**src/rtl/rlg_pkg.sv**
```systemverilog
package rlg_pkg;

  // Strobes from the control to the datapath.
  typedef struct packed {
    logic cntClr;   // zero the timeout count
    logic cntInc;   // advance the timeout count by one
    logic histClr;  // forget the recorded Hall states
  } rlgStrobe_t;

  typedef enum logic [1:0] {
    ST_RUN    = 2'd0,
    ST_PAUSE  = 2'd1,
    ST_LOCKED = 2'd2
  } rlgState_t;

  // Codes 000 and 111 never occur on a healthy sensor set.
  function automatic logic hallCodeValid(input logic [2:0] code);
    return (code != 3'b000) && (code != 3'b111);
  endfunction

endpackage

```
**src/rtl/rlg_sync.sv**
```systemverilog
module rlg_sync #(
  parameter int WIDTH  = 1,
  parameter int STAGES = 2
) (
  input  logic             clk,
  input  logic             rstN,
  input  logic [WIDTH-1:0] dIn,
  output logic [WIDTH-1:0] qOut
);

  logic [STAGES-1:0][WIDTH-1:0] stage;

  always_ff @(posedge clk or negedge rstN) begin
    if (!rstN) begin
      stage <= '0;
    end else begin
      stage[0] <= dIn;
      for (int i = 1; i < STAGES; i++) begin
        stage[i] <= stage[i-1];
      end
    end
  end

  assign qOut = stage[STAGES-1];

endmodule

```
**src/rtl/rlg_datapath.sv**
```systemverilog
module rlg_datapath
  import rlg_pkg::*;
#(
  parameter int LOCK_TICKS     = 127,
  parameter int EN_HOLD_CYCLES = 375000,
  parameter int SYNC_STAGES    = 2,
  localparam int CNT_W         = $clog2(LOCK_TICKS + 1),
  localparam int EN_W          = $clog2(EN_HOLD_CYCLES + 1)
) (
  input  logic             clk,
  input  logic             rstN,
  input  logic [2:0]       hallIn,
  input  logic             dirIn,
  input  logic             enIn,
  input  rlgStrobe_t       strobe,
  output logic             tachAll,
  output logic             tachA,
  output logic             progress,
  output logic             cntFull,
  output logic             dirEdge,
  output logic             enLong,
  output logic [CNT_W-1:0] lockCnt
);

  localparam int SYNC_W = 5;

  logic [SYNC_W-1:0] syncQ;
  logic [2:0]        hallNow;
  logic [2:0]        hallPrev;
  logic [2:0]        hallDelta;
  logic              hallChg;
  logic              dirNow;
  logic              dirPrev;
  logic              enNow;
  logic [EN_W-1:0]   enCnt;
  logic [2:0]        histLast;   // most recent valid code, 0 = empty
  logic [2:0]        histPrior;  // valid code before that, 0 = empty
  logic              newValid;

  // All pin inputs cross into the clock domain together.
  rlg_sync #(.WIDTH(SYNC_W), .STAGES(SYNC_STAGES)) u_sync (
    .clk  (clk),
    .rstN (rstN),
    .dIn  ({enIn, dirIn, hallIn}),
    .qOut (syncQ)
  );

  assign hallNow = syncQ[2:0];
  assign dirNow  = syncQ[3];
  assign enNow   = syncQ[4];

  assign hallDelta = hallNow ^ hallPrev;
  assign hallChg   = |hallDelta;
  assign dirEdge   = dirNow ^ dirPrev;
  assign newValid  = hallChg && hallCodeValid(hallNow);

  always_ff @(posedge clk or negedge rstN) begin
    if (!rstN) begin
      hallPrev <= '0;
      dirPrev  <= 1'b0;
      tachAll  <= 1'b0;
      tachA    <= 1'b0;
    end else begin
      hallPrev <= hallNow;
      dirPrev  <= dirNow;
      // One inversion per changed bit: odd counts flip, even counts cancel.
      tachAll  <= tachAll ^ (^hallDelta);
      tachA    <= tachA ^ hallDelta[0];
    end
  end

  // Forward progress: a third valid code distinct from the two before it.
  assign progress = newValid && (histLast != 3'b000) && (histPrior != 3'b000) &&
                    (hallNow != histLast) && (hallNow != histPrior);

  always_ff @(posedge clk or negedge rstN) begin
    if (!rstN) begin
      histLast  <= '0;
      histPrior <= '0;
    end else if (strobe.histClr) begin
      histLast  <= '0;
      histPrior <= '0;
    end else if (newValid && (hallNow != histLast)) begin
      histPrior <= histLast;
      histLast  <= hallNow;
    end
  end

  // Timeout counter, saturating at the lock limit.
  assign cntFull = (lockCnt == CNT_W'(LOCK_TICKS));

  always_ff @(posedge clk or negedge rstN) begin
    if (!rstN) begin
      lockCnt <= '0;
    end else if (strobe.cntClr) begin
      lockCnt <= '0;
    end else if (strobe.cntInc && !cntFull) begin
      lockCnt <= lockCnt + 1'b1;
    end
  end

  // Enable-high duration; pulses once when the hold length is reached.
  always_ff @(posedge clk or negedge rstN) begin
    if (!rstN) begin
      enCnt <= '0;
    end else if (!enNow) begin
      enCnt <= '0;
    end else if (enCnt != EN_W'(EN_HOLD_CYCLES)) begin
      enCnt <= enCnt + 1'b1;
    end
  end

  assign enLong = enNow && (enCnt == EN_W'(EN_HOLD_CYCLES - 1));

endmodule

```
**src/rtl/rlg_control.sv**
```systemverilog
module rlg_control
  import rlg_pkg::*;
(
  input  logic       clk,
  input  logic       rstN,
  input  logic       tickIn,
  input  logic       brakeIn,
  input  logic       detectOff,
  input  logic       progress,
  input  logic       cntFull,
  input  logic       dirEdge,
  input  logic       enLong,
  output rlgStrobe_t strobe,
  output logic       driveOff
);

  rlgState_t state;
  rlgState_t stateNext;
  logic      clearEvt;
  logic      pauseReq;

  assign clearEvt = dirEdge || enLong;
  assign pauseReq = brakeIn || detectOff;

  // Priority: clear event, then latched fault, then pause, then timeout.
  always_comb begin
    stateNext = state;
    if (clearEvt) begin
      stateNext = pauseReq ? ST_PAUSE : ST_RUN;
    end else if (state == ST_LOCKED) begin
      stateNext = ST_LOCKED;
    end else if (pauseReq) begin
      stateNext = ST_PAUSE;
    end else if (state == ST_RUN && cntFull && !progress) begin
      stateNext = ST_LOCKED;
    end else begin
      stateNext = ST_RUN;
    end
  end

  always_ff @(posedge clk or negedge rstN) begin
    if (!rstN) begin
      state <= ST_RUN;
    end else begin
      state <= stateNext;
    end
  end

  always_comb begin
    strobe.cntClr  = clearEvt || pauseReq || progress;
    strobe.cntInc  = (state == ST_RUN) && tickIn && !pauseReq;
    strobe.histClr = clearEvt;
  end

  assign driveOff = (state == ST_LOCKED);

endmodule

```
**src/rtl/rotor_lock_guard.sv**
```systemverilog
module rotor_lock_guard
  import rlg_pkg::*;
#(
  parameter int LOCK_TICKS     = 127,
  parameter int EN_HOLD_CYCLES = 375000,
  parameter int SYNC_STAGES    = 2
) (
  input  logic       clk,
  input  logic       rstN,
  input  logic [2:0] hallIn,
  input  logic       tickIn,
  input  logic       dirIn,
  input  logic       enIn,
  input  logic       brakeIn,
  input  logic       detectOff,
  output logic       driveOff,
  output logic       tachAll,
  output logic       tachA
);

  localparam int CNT_W = $clog2(LOCK_TICKS + 1);

  rlgStrobe_t       strobe;
  logic             progress;
  logic             cntFull;
  logic             dirEdge;
  logic             enLong;
  logic [CNT_W-1:0] lockCnt;

  rlg_datapath #(
    .LOCK_TICKS     (LOCK_TICKS),
    .EN_HOLD_CYCLES (EN_HOLD_CYCLES),
    .SYNC_STAGES    (SYNC_STAGES)
  ) u_dp (
    .clk      (clk),
    .rstN     (rstN),
    .hallIn   (hallIn),
    .dirIn    (dirIn),
    .enIn     (enIn),
    .strobe   (strobe),
    .tachAll  (tachAll),
    .tachA    (tachA),
    .progress (progress),
    .cntFull  (cntFull),
    .dirEdge  (dirEdge),
    .enLong   (enLong),
    .lockCnt  (lockCnt)
  );

  rlg_control u_ctl (
    .clk       (clk),
    .rstN      (rstN),
    .tickIn    (tickIn),
    .brakeIn   (brakeIn),
    .detectOff (detectOff),
    .progress  (progress),
    .cntFull   (cntFull),
    .dirEdge   (dirEdge),
    .enLong    (enLong),
    .strobe    (strobe),
    .driveOff  (driveOff)
  );

endmodule

```
**config.mk**
```make
export PLATFORM = sky130hd
export DESIGN_NAME = rotor_lock_guard
export DESIGN_NICKNAME = d
export VERILOG_FILES = /design/src/rtl/rlg_pkg.sv /design/src/rtl/rlg_sync.sv /design/src/rtl/rlg_datapath.sv /design/src/rtl/rlg_control.sv /design/src/rtl/rotor_lock_guard.sv
export SDC_FILE = /design/constraint.sdc
export NUM_CORES = 1
export LEC_CHECK = 0
export ABC_AREA = 1
export BUFFER_PORTS_ARGS = -buffer_cell sky130_fd_sc_hd__buf_2
export CAP_MARGIN = 5
export CORE_MARGIN = 5
export CORE_UTILIZATION = 41
export DETAILED_ROUTE_END_ITERATION = 6
export PLACE_DENSITY_LB_ADDON = 0.05
export REMOVE_ABC_BUFFERS = 1
export SETUP_SLACK_MARGIN = 0.5
export SYNTH_ARGS = -nofsm -noshare
export SYNTH_HDL_FRONTEND = slang
export SYNTH_SLANG_ARGS = --single-unit
```
**constraint.sdc**
```tcl
create_clock -name clk -period 1.6 [get_ports clk]
set_clock_uncertainty 0.2 [all_clocks]
set_input_delay 0.24 -clock clk [delete_from_list [all_inputs] [get_ports clk]]
set_output_delay 0.24 -clock clk [all_outputs]
set_load 0.01 [all_outputs]
```
# --- Yosys cells after proc, flatten, opt, wreduce, memory -nomap -nowiden ---
# Cells that the tools add are included.
totals:
  out_inout_bits: 3
  ff_bits: 50
  inputBits: 10
  wordCells: 66
classes:
  n_bitwise: 4
  reduce_logical: 28
  n_addsub: 2
  eq_ne: 8
  muxes: 13
ops:
  columns: ["op", "n"]
  rows:
  - ["$mux 19", 2]
  - ["$add 19x1->19 const B", 1]
  - ["$eq 19x19->1 const B", 1]
  - ["$ne 19x19->1 const B", 1]
  - ["$mux 7", 2]
  - ["$logic_and 1x1->1", 13]
  - ["$mux 3", 4]
  - ["$reduce_bool 3->1", 3]
  - ["$mux 2", 4]
  - ["$add 7x1->7 const B", 1]
  - ["$eq 7x7->1 const B", 1]
  - ["$ne 3x3->1", 2]
  - ["$logic_or 1x1->1", 4]
  - ["$reduce_bool 2->1", 2]
  - ["$logic_not 1->1", 3]
  - ["$ne 3x3->1 const B", 1]
  - ["$reduce_or 3->1", 1]
  - ["$reduce_xor 3->1", 1]
  - ["$xor 1x1->1", 3]
  - ["$xor 3x3->3", 1]
  - ["$eq 2x2->1 const B", 1]
  - ["$logic_not 2->1", 1]
  - ["$ne 2x1->1 const B", 1]
  - ["$mux 1", 1]

# --- Depth between registers and ports, before layout ---
logic_depth:
  depth_word: 13
  mapped_depth: 10
  depth_no_buf: 10

# --- Cells and area by module ---
# From an unflattened synthesis, not the netlist that was laid out.
unflattened:
  hier_cells: 343
  area_unflattened_um2: 2698.8
by_module_without_submodules:
  columns: ["mod", "seq_area_each_um2", "area_per_inst_um2", "cells_each", "instances"]
  rows:
  - ["rlg_datapath", 950.9, 2268.4, 306, 1]
  - ["rlg_sync", 250.2, 287.8, 15, 1]
  - ["rlg_control", 50.0, 142.6, 22, 1]

# --- Worst setup path after synthesis ---
# Ideal clock, no wire load.
synth_timing:
  kind: "reg2reg"
  startpoint: "register u_dp.u_sync.stage (netlist bit u_dp.u_sync.qOut[0])"
  endpoint: "register u_dp.lockCnt[2]"
  path_buffers: 1
  arrival_time_ns: 1.384
  required_time_ns: 1.281
  slack_ns: -0.103
  stages_incl_launch_ff: 10
  period_less_slack_ns: 1.703
  setup_time_ns: 0.119
  cell_sequence: "dfrtp_1 -> buf_2 -> xnor2_1 -> ha_1 -> nand2_1 -> nand2_1 -> nor2_4 -> nand2_2 -> nand2_2 -> nor2_1"
synth_via:
  elab_chain_len: 9
  word_cells_on_any_way: 15
  classes_between: "3 x eq/ne; 1 x mux; 1 x bitwise; 10 x reduce/logical"
synth_rtl:
  columns: ["item", "line", "text"]
  rows:
  - ["start: declaration", "rlg_sync.sv:11", "logic [STAGES-1:0][WIDTH-1:0] stage;"]
  - ["start signal: indexed assignment", "rlg_sync.sv:19", "stage[i] <= stage[i-1];"]
  - ["$xor 3x3->3 (tied with other cells)", "rlg_datapath.sv:52", "assign hallDelta = hallNow ^ hallPrev;"]
  - ["$reduce_or 3->1 / $logic_and 1x1->1 (equally long branches)", "rlg_datapath.sv:53, rlg_pkg.sv:18", null]
  - ["$logic_and 1x1->1", "rlg_datapath.sv:55", "assign newValid = hallChg && hallCodeValid(hallNow);"]
  - ["$logic_and 1x1->1 (3 in a row)", "rlg_datapath.sv:73", "assign progress = newValid && (histLast != 3'b000) && (histPrior != 3'b000) &&"]
  - ["$logic_and 1x1->1 *", "rlg_datapath.sv:74", "(hallNow != histLast) && (hallNow != histPrior);"]
  - ["$logic_or 1x1->1 *", "rlg_control.sv:50", "strobe.cntClr = clearEvt || pauseReq || progress;"]
  - ["$mux 7 / $reduce_bool 2->1 (equally long branches)", null, null]
  - ["end signal: assignment", "rlg_datapath.sv:98", "lockCnt <= lockCnt + 1'b1;"]
  - ["end: declaration", "rlg_datapath.sv:22", "output logic [CNT_W-1:0] lockCnt"]
# Every way passes the cells marked *; elsewhere a longest branch is shown, timed or not.
# A chain may end at the register's enable or synchronous reset.

# --- Worst setup path after layout ---
layout_timing:
  startpoint: "register u_dp.enCnt[1]"
  endpoint: "register u_dp.enCnt[0]"
layout_via:
  elab_chain_len: 2
layout_rtl:
  columns: ["item", "line", "text"]
  rows:
  - ["start: declaration", "rlg_datapath.sv:35", "logic [EN_W-1:0] enCnt;"]
  - ["start signal: assignment", "rlg_datapath.sv:109", "enCnt <= enCnt + 1'b1;"]
  - ["$ne 19x19->1", "rlg_datapath.sv:108", "end else if (enCnt != EN_W'(EN_HOLD_CYCLES)) begin"]
  - ["$ne 2x1->1 (no source line)", null, null]
# Every way passes these cells.

==> impl_metrics.json <==
{
  "crit_path_end_kind": "register",
  "grt_setup_unrepaired": "true",
  "timing.final.setup_violations": 20,
  "ioPinCount": 13,
  "flip_flop_and_latch_count_after_synthesis": 50,
  "worst_setup_path_startpoint": "u_dp.enCnt[1]$_DFFE_PN0P_",
  "dp_hpwl_um": 3530,
  "remaining_drc_errors": 0,
  "design.final.nets": 372,
  "routabilityCongestion": 0.783,
  "clock_sinks": 50,
  "vias_per_cell": 4.62,
  "cts.htree.levels": 2,
  "p_r_area_growth_vs_syn_pct": 44.1,
  "dieWidth_um": 87.2,
  "worstPathArrival_ns": 1.69,
  "drtIter0Drc": 50,
  "globalRouteTotalUtil_pct": 14.5,
  "wl_per_cell_um": 11.4,
  "die_h_um": 87.2,
  "routed_wirelength_um": 4950,
  "synth.lib_cells_used.distinct": 33,
  "grt_first_pass_wirelength_um": 8640,
  "multi_input_area_sq_um": 1330,
  "grt_max_degree": 21,
  "first_pass_detailed_route_iteration_total": 4,
  "flop_to_flop_setup_slack_ns": -0.10,
  "antenna_cells_inserted": 0,
  "finalCoreUtilization_pct": 60.1,
  "clk_latency_ns": 0.30,
  "failing_checks": "negative setup slack",
  "period_minus_slack_ns": 1.70,
  "synthesis.area_per_instance_sq_um": 8.60,
  "crit-reg2reg-launch": "u_dp.enCnt[1]$_DFFE_PN0P_",
  "vdd_drop_max_v": 0.000442,
  "synthXorXnorAreaFrac_pct": 6.46,
  "yosysWarnings": 0,
  "syn-cell-area_sq_um": 2440,
  "largest_cells_by_area_after_synthesis": "sky130_fd_sc_hd__dfrtp_1 51%, sky130_fd_sc_hd__nor2_1 7.7%, sky130_fd_sc_hd__nand2_1 7.2%",
  "met2WireLength_um": 2570,
  "run_status": "finished with violations",
  "fraction_of_final_layout_cells_with_drive_strength_greater_than_1_pct": 42.9,
  "whs_ns": 0.113,
  "n_fill_cell": 506,
  "die_area_sq_um": 7600,
  "ff_latch_area_sq_um": 1250,
  "clock_tree.root_cell": "sky130_fd_sc_hd__clkbuf_8",
  "worst_hold_startpoint": "brakeIn",
  "synth_compound_gate_area_share_pct": 6.10,
  "worst_hold_path.num_cells": 4,
  "max_freq_mhz": 587,
  "final.setup.worst_slack_ns": -0.104,
  "core_sq_um": 5850,
  "dominant_combinational_cell_family_by_area_after_synthesis": "simple AND/OR/NAND/NOR gates",
  "crit_path_max_fanout": 3,
  "synth.mux.area_fraction_pct": 0,
  "sum_of_met3_wire_segment_lengths_after_detailed_routing_um": 131,
  "depth_of_the_worst_register_to_register_path": 9,
  "post_synth_and_or_nand_nor_area_fraction_pct": 27.6,
  "hp-class": "input pin to register",
  "rows": 28,
  "wirelength_met1_um": 2190,
  "drv.max_cap_violation_count": 0,
  "synth_enable_flop_cells": 0,
  "dpl_worst_slack_ns": -0.154,
  "grt_pass1_vias": 1929,
  "postSynth.topFlopCell": "sky130_fd_sc_hd__dfrtp_1",
  "finalHoldViolations": 0,
  "total_leakage_power_nw": 1.64,
  "grt_antenna_before_repair": 0,
  "timing.final.crit_share_pct": 106,
  "regToRegEndpoint": "u_dp.enCnt[0]$_DFFE_PN0P_",
  "worst_setup_path_start_kind": "register",
  "worst_slew_margin_rel_pct": 78.0,
  "clkTransAtPathRegs_ns": 0.09,
  "io_buffer_count": 12,
  "syn_inst": 284,
  "start_util_pct": 41.7,
  "top_routing_layer_in_use": "met4",
  "critical_path_class": "register to register",
  "timing.final.max_slew_violations": 0,
  "hold_worst_path_end": "u_ctl.state[0]$_DFF_PN0_",
  "async_reset_ff_share_pct": 100,
  "final_antenna_net_count": 0,
  "cts_made_buffers": 5,
  "grt.overflow.total": 0,
  "ctsLongestPathBuffers": 2,
  "cellPowerDensity_nw_per_um2": 800,
  "synth_sequential_area_ratio_pct": 51.3,
  "tritoncts": "built",
  "synthAdderAreaFrac_pct": 2.05,
  "tightest_slew_ns": 0.327,
  "netlist.area_leader.share_pct": 51.3,
  "critPathRequiredTime_ns": 1.58,
  "synth_area_leader_cell": "sky130_fd_sc_hd__dfrtp_1",
  "num_vias": 2003
}
cells in the mapped netlist, types with 2 or more instances:
master and number:
sky130_fd_sc_hd__dfrtp_1 50, sky130_fd_sc_hd__nor2_1 50, sky130_fd_sc_hd__nand2_1 47, sky130_fd_sc_hd__inv_1 33
sky130_fd_sc_hd__nand3_1 14, sky130_fd_sc_hd__o21ai_0 10, sky130_fd_sc_hd__nor3_1 9, sky130_fd_sc_hd__xnor2_1 9
sky130_fd_sc_hd__xor2_1 9, sky130_fd_sc_hd__a21oi_1 8, sky130_fd_sc_hd__nand2_2 5, sky130_fd_sc_hd__nand4_1 5
sky130_fd_sc_hd__ha_1 4, sky130_fd_sc_hd__inv_2 4, sky130_fd_sc_hd__nor2_2 4, sky130_fd_sc_hd__nor2_4 4
sky130_fd_sc_hd__buf_2 2, sky130_fd_sc_hd__nand3_2 2
critical path, stage by stage, from the launching register on:
cell,delay [ns]
sky130_fd_sc_hd__dfrtp_1,0.42
sky130_fd_sc_hd__buf_6,0.13
sky130_fd_sc_hd__buf_6,0.12
sky130_fd_sc_hd__inv_4,0.05
sky130_fd_sc_hd__ha_4,0.12
sky130_fd_sc_hd__inv_1,0.04
sky130_fd_sc_hd__nor3_2,0.11
sky130_fd_sc_hd__nand4_1,0.19
sky130_fd_sc_hd__nand3_1,0.14
sky130_fd_sc_hd__o21ai_1,0.07
registers in the layout, summed over array words and instances, names as in the netlist:
| name | flops |
|---|---|
| u_ctl.state | 2 |
| u_dp.dirPrev | 1 |
| u_dp.enCnt | 19 |
| u_dp.hallPrev | 3 |
| u_dp.histLast | 3 |
| u_dp.histPrior | 3 |
| u_dp.lockCnt | 7 |
| u_dp.tachA | 1 |
| u_dp.tachAll | 1 |
| u_dp.u_sync.qOut | 5 |
| u_dp.u_sync.stage | 5 |
through the flow:
step	std cells	area, sq um	total power (W)	TNS (ns)
after floorplan	280	2420	0.00165	-0.477
after global placement	405	2880	0.00182	-0.654
after detailed placement	405	2880	0.00183	-1.25
after CTS	425	3300	0.00280	-0.830
after global routing	434	3520	0.00297	-3.53
final	434	3520	0.00281	-1.06
cell families (layout without fill, tap and decap cells):
group                      after synthesis  count (layout)
adders and majority gates                4               4
and+or+nand+nor                        145             145
DFF                                     50              50
xor gates and xnor gates                18              18
buffers and inverters                   41             116
AOI/OAI and AO/OA                       26              26
report_power, final:
part | internal [W] | total [W] | switching (W)
Clock | 0.000460 | 0.000863 | 0.000403
Combinational | 0.000279 | 0.000544 | 0.000265
Sequential | 0.00134 | 0.00141 | 0.0000662
worst max-delay path by stage:
stage	to	slack, ns	depth (start not counted)
after floorplan	u_dp.lockCnt[2]$_DFFE_PN0P_	-0.06	8
after global placement	u_dp.lockCnt[5]$_DFFE_PN0P_	-0.08	10
after detailed placement	u_dp.lockCnt[3]$_DFFE_PN0P_	-0.15	10
after CTS	u_dp.lockCnt[5]$_DFFE_PN0P_	-0.06	10
after global routing	u_dp.enCnt[12]$_DFFE_PN0P_	-0.19	9
final	u_dp.enCnt[0]$_DFFE_PN0P_	-0.10	9
cell usage in the layout, fill, tap and decap left out, types with 3 or more instances in the layout:
cell type	instances
sky130_fd_sc_hd__a21oi_1	3
sky130_fd_sc_hd__a21oi_2	5
sky130_fd_sc_hd__buf_2	11
sky130_fd_sc_hd__buf_4	42
sky130_fd_sc_hd__buf_6	9
sky130_fd_sc_hd__clkbuf_8	5
sky130_fd_sc_hd__dfrtp_1	49
sky130_fd_sc_hd__dlygate4sd3_1	6
sky130_fd_sc_hd__inv_1	28
sky130_fd_sc_hd__inv_2	5
sky130_fd_sc_hd__inv_4	3
sky130_fd_sc_hd__nand2_1	37
sky130_fd_sc_hd__nand2_2	10
sky130_fd_sc_hd__nand2_4	5
sky130_fd_sc_hd__nand3_1	9
sky130_fd_sc_hd__nand3_2	4
sky130_fd_sc_hd__nand3_4	3
sky130_fd_sc_hd__nand4_1	5
sky130_fd_sc_hd__nor2_1	36
sky130_fd_sc_hd__nor2_2	12
sky130_fd_sc_hd__nor2_4	10
sky130_fd_sc_hd__nor3_1	6
sky130_fd_sc_hd__nor3_2	3
sky130_fd_sc_hd__o21ai_1	5
sky130_fd_sc_hd__o21ai_2	3
sky130_fd_sc_hd__xnor2_1	6
sky130_fd_sc_hd__xnor2_2	3
sky130_fd_sc_hd__xor2_1	8
per-layer routing:
metal / GRT usage [%] / up-vias
li1: - / 1041
met4: 5.16 / 0
met3: 3.12 / 5
met1: 18.5 / 938
met5: 0 / -
met2: 24.2 / 19
layout make-up:
cell class | count | area share (%)
well taps | 75 | 2.67
clock inverters | 3 | 1.14
inverters | 37 | 4.30
multi-input cells | 193 | 37.9
clock buffers | 5 | 1.96
flip-flops and latches | 50 | 35.6
repair buffers | 71 | 16.5
what timing repair did:
item,4_1_cts,5_1_grt
setup buffers,6,9
resized for setup,59,40
hold endpoints to repair,55,0
hold buffers,6,0
setup endpoints to repair,39,53
pin swaps,20,25
(Power assumes the default switching activity.)
